--- config.mk ---
export PLATFORM = sky130hd
export DESIGN_NAME = mcyc_fetch_seq
export DESIGN_NICKNAME = d
export VERILOG_FILES = /design/src/rtl/mcyc_pkg.sv /design/src/rtl/mcyc_slot_ctr.sv /design/src/rtl/mcyc_cyc_track.sv /design/src/rtl/mcyc_strobe_dec.sv /design/src/rtl/mcyc_fetch_seq.sv
export SDC_FILE = /design/constraint.sdc
export NUM_CORES = 1
export LEC_CHECK = 0
export BUFFER_PORTS_ARGS = -buffer_cell sky130_fd_sc_hd__buf_2
export CAP_MARGIN = 20
export CORE_UTILIZATION = 30
export CTS_BUF_LIST = sky130_fd_sc_hd__clkbuf_8
export CTS_CLUSTER_DIAMETER = 40
export DETAILED_ROUTE_END_ITERATION = 7
export HOLD_SLACK_MARGIN = 0.02
export SLEW_MARGIN = 5
export SYNTH_ARGS = -nofsm -noshare
export SYNTH_HDL_FRONTEND = slang
export SYNTH_HIERARCHICAL = 1
export SYNTH_SLANG_ARGS = --single-unit
--- constraint.sdc ---
create_clock -name clk -period 3 [get_ports clk]
set_clock_uncertainty 0.05 [all_clocks]
set_input_delay 0.45 -clock clk [delete_from_list [all_inputs] [get_ports clk]]
set_output_delay 0.45 -clock clk [all_outputs]
set_load 0.02 [all_outputs]
--- src/rtl/mcyc_pkg.sv ---
package mcyc_pkg;
   localparam int N_STATES = 6;
   localparam int N_PHASES = 2;
   localparam int N_SLOTS  = N_STATES * N_PHASES;
   localparam int SLOT_W   = $clog2(N_SLOTS);
   localparam int ST_W     = $clog2(N_STATES);

   typedef logic [SLOT_W-1:0] slot_t;

   function automatic slot_t slot_of(input int st, input int ph);
      return slot_t'(st * N_PHASES + ph);
   endfunction

   // fetch slots and latch-enable windows (behavioural positions)
   localparam slot_t SL_FETCH_A = slot_of(0, 1);
   localparam slot_t SL_ALE_A2  = slot_of(1, 0);
   localparam slot_t SL_FETCH_B = slot_of(3, 1);
   localparam slot_t SL_ALE_B2  = slot_of(4, 0);
   localparam slot_t SL_LAST    = slot_of(N_STATES - 1, 1);

   typedef struct packed {
      logic len2;
      logic xdata;
   } attr_t;
endpackage

--- src/rtl/mcyc_slot_ctr.sv ---
module mcyc_slot_ctr
   import mcyc_pkg::*;
#(
   parameter bit ONEHOT = 1'b0
) (
   input  logic  clk,
   input  logic  rst,
   output slot_t slot_o,
   output logic  wrap_o
);
   generate
      if (ONEHOT) begin : g_ring
         logic [N_SLOTS-1:0] ring_q;
         always_ff @(posedge clk) begin
            if (rst) ring_q <= {{(N_SLOTS-1){1'b0}}, 1'b1};
            else     ring_q <= {ring_q[N_SLOTS-2:0], ring_q[N_SLOTS-1]};
         end
         always_comb begin
            slot_o = '0;
            for (int i = 0; i < N_SLOTS; i++)
               if (ring_q[i]) slot_o = slot_o | slot_t'(i);
         end
         assign wrap_o = ring_q[N_SLOTS-1];
      end else begin : g_bin
         slot_t cnt_q;
         always_ff @(posedge clk) begin
            if (rst)                  cnt_q <= '0;
            else if (cnt_q == SL_LAST) cnt_q <= '0;
            else                      cnt_q <= cnt_q + slot_t'(1);
         end
         assign slot_o = cnt_q;
         assign wrap_o = (cnt_q == SL_LAST);
      end
   endgenerate
endmodule

--- src/rtl/mcyc_cyc_track.sv ---
module mcyc_cyc_track
   import mcyc_pkg::*;
#(
   parameter int MAX_CYC = 4,
   parameter int CYC_W   = 3
) (
   input  logic             clk,
   input  logic             rst,
   input  slot_t            slot_i,
   input  logic             wrap_i,
   input  logic             len2_i,
   input  logic [CYC_W-1:0] cyc_i,
   input  logic             xdata_i,
   output logic [CYC_W-1:0] cyc_idx_o,
   output attr_t            attr_o,
   output logic             last_o
);
   localparam logic [CYC_W-1:0] CMAX = CYC_W'(MAX_CYC);
   localparam logic [CYC_W-1:0] ONE  = CYC_W'(1);
   localparam logic [CYC_W-1:0] TWO  = CYC_W'(2);

   logic [CYC_W-1:0] idx_q, ncyc_q, ncyc_eff;
   attr_t            attr_q;
   logic             capture;

   assign capture = (slot_i == SL_FETCH_A) && (idx_q == '0);

   always_comb begin
      if (xdata_i)          ncyc_eff = TWO;
      else if (cyc_i == '0) ncyc_eff = ONE;
      else if (cyc_i > CMAX) ncyc_eff = CMAX;
      else                  ncyc_eff = cyc_i;
   end

   assign last_o = (idx_q == ncyc_q - ONE);

   always_ff @(posedge clk) begin
      if (rst) begin
         idx_q  <= '0;
         ncyc_q <= ONE;
         attr_q <= '0;
      end else begin
         if (capture) begin
            ncyc_q      <= ncyc_eff;
            attr_q.len2  <= len2_i & ~xdata_i;
            attr_q.xdata <= xdata_i;
         end
         if (wrap_i) idx_q <= last_o ? '0 : idx_q + ONE;
      end
   end

   assign cyc_idx_o = idx_q;
   assign attr_o    = attr_q;
endmodule

--- src/rtl/mcyc_strobe_dec.sv ---
module mcyc_strobe_dec
   import mcyc_pkg::*;
#(
   parameter int CYC_W = 3
) (
   input  slot_t            slot_i,
   input  logic [CYC_W-1:0] cyc_idx_i,
   input  attr_t            attr_i,
   input  logic             last_i,
   output logic             ale_o,
   output logic             opc_o,
   output logic             opr_o,
   output logic             disc_o,
   output logic             pcinc_o,
   output logic             xstb_o,
   output logic             eoi_o
);
   logic first, skip, at_a, at_b, in_win;

   assign first  = (cyc_idx_i == '0);
   assign skip   = attr_i.xdata && (cyc_idx_i == CYC_W'(1));
   assign at_a   = (slot_i == SL_FETCH_A);
   assign at_b   = (slot_i == SL_FETCH_B);
   assign in_win = at_a || at_b || (slot_i == SL_ALE_A2) || (slot_i == SL_ALE_B2);

   assign ale_o   = in_win && !skip;
   assign opc_o   = at_a && first;
   assign opr_o   = at_b && first && attr_i.len2;
   assign disc_o  = !skip && ((at_a && !first) || (at_b && !(first && attr_i.len2)));
   assign pcinc_o = opc_o || opr_o;
   assign xstb_o  = skip;
   assign eoi_o   = last_i && (slot_i == SL_LAST);
endmodule

--- src/rtl/mcyc_fetch_seq.sv ---
module mcyc_fetch_seq
   import mcyc_pkg::*;
#(
   parameter int MAX_CYC     = 4,
   parameter int CYC_W       = 3,
   parameter bit ONEHOT_SLOT = 1'b0
) (
   input  logic             clk,
   input  logic             rst,
   input  logic             ins_len2_i,
   input  logic [CYC_W-1:0] ins_cyc_i,
   input  logic             ins_xdata_i,
   output logic [2:0]       state_o,
   output logic             phase_o,
   output logic             ale_o,
   output logic             opc_latch_o,
   output logic             opr_latch_o,
   output logic             discard_o,
   output logic             pc_inc_o,
   output logic             xdata_stb_o,
   output logic             eoi_o
);
   initial begin
      if (MAX_CYC < 2)
         $error("MAX_CYC must allow the two-cycle data move");
      if (MAX_CYC >= (1 << CYC_W))
         $error("CYC_W too narrow for MAX_CYC");
      if (ST_W != 3)
         $error("state output width mismatch");
   end

   slot_t            slot;
   logic             wrap, last;
   logic [CYC_W-1:0] cyc_idx;
   attr_t            attr;

   mcyc_slot_ctr #(.ONEHOT(ONEHOT_SLOT)) slot_i (
      .clk(clk), .rst(rst), .slot_o(slot), .wrap_o(wrap)
   );

   mcyc_cyc_track #(.MAX_CYC(MAX_CYC), .CYC_W(CYC_W)) trk_i (
      .clk(clk), .rst(rst), .slot_i(slot), .wrap_i(wrap),
      .len2_i(ins_len2_i), .cyc_i(ins_cyc_i), .xdata_i(ins_xdata_i),
      .cyc_idx_o(cyc_idx), .attr_o(attr), .last_o(last)
   );

   mcyc_strobe_dec #(.CYC_W(CYC_W)) dec_i (
      .slot_i(slot), .cyc_idx_i(cyc_idx), .attr_i(attr), .last_i(last),
      .ale_o(ale_o), .opc_o(opc_latch_o), .opr_o(opr_latch_o),
      .disc_o(discard_o), .pcinc_o(pc_inc_o), .xstb_o(xdata_stb_o),
      .eoi_o(eoi_o)
   );

   assign state_o = slot[SLOT_W-1:1];
   assign phase_o = slot[0];
endmodule

==> impl_metrics.csv <==
group,metric,value,unit
clock_tree,ctsHoldBuffers,0,
grt,grt_pass1_vias,645,
synthesis,synth_top_cell_by_area,"dfxtp_1",
sta,hold_viol_final,0,
grt,grt.overflow.total,0,
synthesis,async_reset_ff_share,0,%
synthesis,syn_nets,102,
synthesis,synth_area_leaders,"dfxtp_1, a21oi_1, ha_1, inv_1, nor2_1",
final_layout,nets,123,
worst_setup_path,endpoint_kind,"output port",
grt,track_usage,13.8,%
routing,post-route-drc-count,0,
placed_design,io_buffers,17,
placed_design,hpwl,1250,um
clock_tree,clkLatencyLatePin,0.24,ns
final_layout,fillCellCount,262,
clock_tree,cts_tree,"done",
sta,max_freq,427,MHz
clock_tree,cts_setup_buffers,0,
synthesis,ys_types,39,
sta,min_period,2.34,ns
routing,dr_wl_met3,56,um
die,ios,18,
pwr,p_total,0.000411,W
worst_setup_path,timing.rr.start,"slot_i/slot_o[1]$_SDFF_PP0_",
die,num_rows,18,
routing,viasPerCell,5.29,
worst_setup_path,endpoint,"eoi_o",
worst_setup_path,r2r-end,"trk_i/cyc_idx_o[2]$_SDFFE_PP0P_",
worst_setup_path,cp_slowest_stage_delay,0.33,ns
outcome,run_status,"finished clean",
worst_setup_path,path_cells,"inv_1 > ha_1 > xnor2_1 > nor2_1 > and2_2 > nand3_1 > nor2_1 > buf_2",
routing,routed_wl,1700,um
sta,rsz0062_at_grt,"no",
synthesis,synth_area,791,sq um
sta,tightest_slew,0.404,ns
clock_tree,clockRootBuffer,"clkbuf_8",
min_path,holdPathStages,2,
sta,relSlewSlack,73.0,%
worst_setup_path,path_buf_inv,2,
worst_setup_path,startpoint,"trk_i/ncyc_q[0]$_SDFFE_PP1P_",
grt,antenna_found_initial,0,
routing,wl_per_cell,12.1,um
grt,grt_pass1_wl,2790,um
clock_tree,clock-sinks,12,
pwr,cellPowerDensity,432,nW/um^2
sta,setup_viol,0,
routing,wl_met2,836,um
synthesis,ys.flop_type,"dfxtp_1",
synthesis,synth_edf_count,0,
clock_tree,clockBufferDepth,2,
routing,drt-pass1-iter-count,4,
worst_setup_path,regToRegSetupSlack,1.23,ns
routing,drtIter0Drc,8,
die,placeableCoreArea,2480,sq um
worst_setup_path,cp_max_fo,4,
worst_setup_path,required,2.50,ns
die,start_util,31.9,%
sta,drv_slew,0,
synthesis,postSynthAreaPerCell,8.69,sq um
routing,wl_met1,793,um
worst_setup_path,worstPathArrival,1.84,ns
sta,setup_tns,0,ns
placed_design,gp_congestion,0.723,
die,dieArea,2850,sq um
pwr,peakVddDrop,0.203,mV
final_layout,drive_gt1_share,27.3,%
routing,ant_nets,0,
min_path,hold_path_class,"reg -> reg",
worst_setup_path,crit_cells,8,
routing,top_layer_used,"met4",
worst_setup_path,slowest_stage,"dfxtp_1",
flow_run,cap_violations,0,
final_layout,num_antenna_cells,0,
sta,post-route-period-util,78.1,%
final_layout,area_growth,20.3,%
synthesis,synth_seq_cells,12,
worst_setup_path,start_kind,"flop",
synthesis,synth.top_cell.area_share,30.4,%
worst_setup_path,r2r_cells,5,
worst_setup_path,critical-path-top-delay-family,"simple AND/OR/NAND/NOR gates",
synthesis,netlist_instances,91,
worst_setup_path,crit_type,"reg -> out",
grt,grt_max_degree,16,
pwr,p_leak,0.414,nW
clock_tree,cts.clk_slew.worst_paths,0.05,ns
clock_tree,cts_resized,0,
synthesis,ys_warn_count,6,
die,die-height,53.3,um
clock_tree,htree_levels,1,
synthesis,yosysSeqAreaShare,30.4,%
worst_setup_path,path_common_cell,"nor2_1",
routing,vias,741,
die,die_w,53.3,um
clock_tree,numCtsBuffers,3,
==> worst register-to-register path, stage by stage, from the launching register on <==
cell and delay [ns]:
dfxtp_1 0.55, ha_1 0.27, and3b_2 0.30, a21oi_1 0.09
or3_1 0.31, a31oi_1 0.13
==> report_power, final <==
group / leakage [nW] / total (W) / internal, W / switching, W
registers: 0.0980 / 0.000181 / 0.000168 / 0.0000130
logic: 0.294 / 0.0000850 / 0.0000392 / 0.0000459
clock network: 0.0216 / 0.000145 / 0.0000883 / 0.0000567
==> layer usage <==
metal	vias up	GRT usage (%)
met5	-	0
met4	0	6.58
met3	2	3.45
met2	13	21.0
met1	351	17.7
li1	375	-
==> stage by stage <==
step	instances	hold slack [ns]	cell area, sq um	setup slack [ns]	utilization, %
2_1_floorplan	91	0.400	791	1.00	-
3_3_place_gp	137	0.424	910	0.978	36.7
3_5_place_dp	137	0.425	910	0.930	36.7
4_1_cts	140	0.432	951	0.671	38.4
5_1_grt	140	0.457	951	0.506	38.4
6_report	140	0.430	951	0.656	38.4
==> layout make-up <==
type | count | area [sq um] | share of cell area, %
clock buffer | 3 | 41.3 | 4.34
inverter | 7 | 26.3 | 2.76
multi-input combinational | 71 | 520 | 54.7
sequential | 12 | 240 | 25.3
tap | 30 | 37.5 | 3.95
timing repair buffer | 17 | 85.1 | 8.95
==> sequential cells by signal, summed over array words and instances, names as in the netlist <==
| signal | cells |
|---|---|
| trk_i/attr_o | 2 |
| trk_i/cyc_idx_o | 3 |
| trk_i/ncyc_q | 3 |
| slot_i/slot_o | 4 |
==> cell families (layout without fill, tap and decap cells) <==
group,after synthesis,count (layout),share of synthesized area (%)
AO/OA/AOI/OAI,22,22,18.7
buffers and inverters,8,27,3.80
XOR/XNOR,4,4,6.33
AND/OR/NAND/NOR,41,41,34.5
adder cells (fa/ha/maj),4,4,6.33
flip-flops,12,12,30.4
==> worst min path at each step <==
stage          slack (ns)                         start                           end
6_report             0.43  trk_i/attr_o[0]$_SDFFE_PP0P_  trk_i/attr_o[0]$_SDFFE_PP0P_
5_1_grt              0.46  trk_i/ncyc_q[2]$_SDFFE_PP0P_  trk_i/ncyc_q[2]$_SDFFE_PP0P_
4_1_cts              0.43  trk_i/ncyc_q[2]$_SDFFE_PP0P_  trk_i/ncyc_q[2]$_SDFFE_PP0P_
3_5_place_dp         0.42  trk_i/ncyc_q[2]$_SDFFE_PP0P_  trk_i/ncyc_q[2]$_SDFFE_PP0P_
3_3_place_gp         0.42  trk_i/ncyc_q[2]$_SDFFE_PP0P_  trk_i/ncyc_q[2]$_SDFFE_PP0P_
2_1_floorplan        0.40  trk_i/ncyc_q[2]$_SDFFE_PP0P_  trk_i/ncyc_q[2]$_SDFFE_PP0P_
==> Yosys cell counts (all sizes together), types with 3 or more instances <==
cell type	n
a21oi	10
inv	7
o21ai	3
ha	4
nand2	3
nor2	7
nand3	4
dfxtp	12
or3	4
xnor2	3
or2b	3
nor3	3
==> placed cells by master (no fill, tap or decap), types with 2 or more instances in the layout <==
| cell | Yosys | final |
|---|---|---|
| buf_2 | 0 | 17 |
| nand4b_1 | 2 | 2 |
| xnor2_1 | 3 | 3 |
| or3_1 | 4 | 4 |
| nand2_1 | 3 | 3 |
| a21oi_1 | 10 | 10 |
| clkbuf_8 | 0 | 3 |
| a31oi_1 | 2 | 2 |
| or2b_1 | 2 | 2 |
| nor2_1 | 7 | 7 |
| nand3_1 | 4 | 4 |
| o21ai_0 | 3 | 3 |
| ha_1 | 4 | 4 |
| dfxtp_1 | 12 | 12 |
| nor3_1 | 3 | 3 |
| inv_1 | 7 | 7 |
No activity file was read; power rests on OpenSTA's default activity.
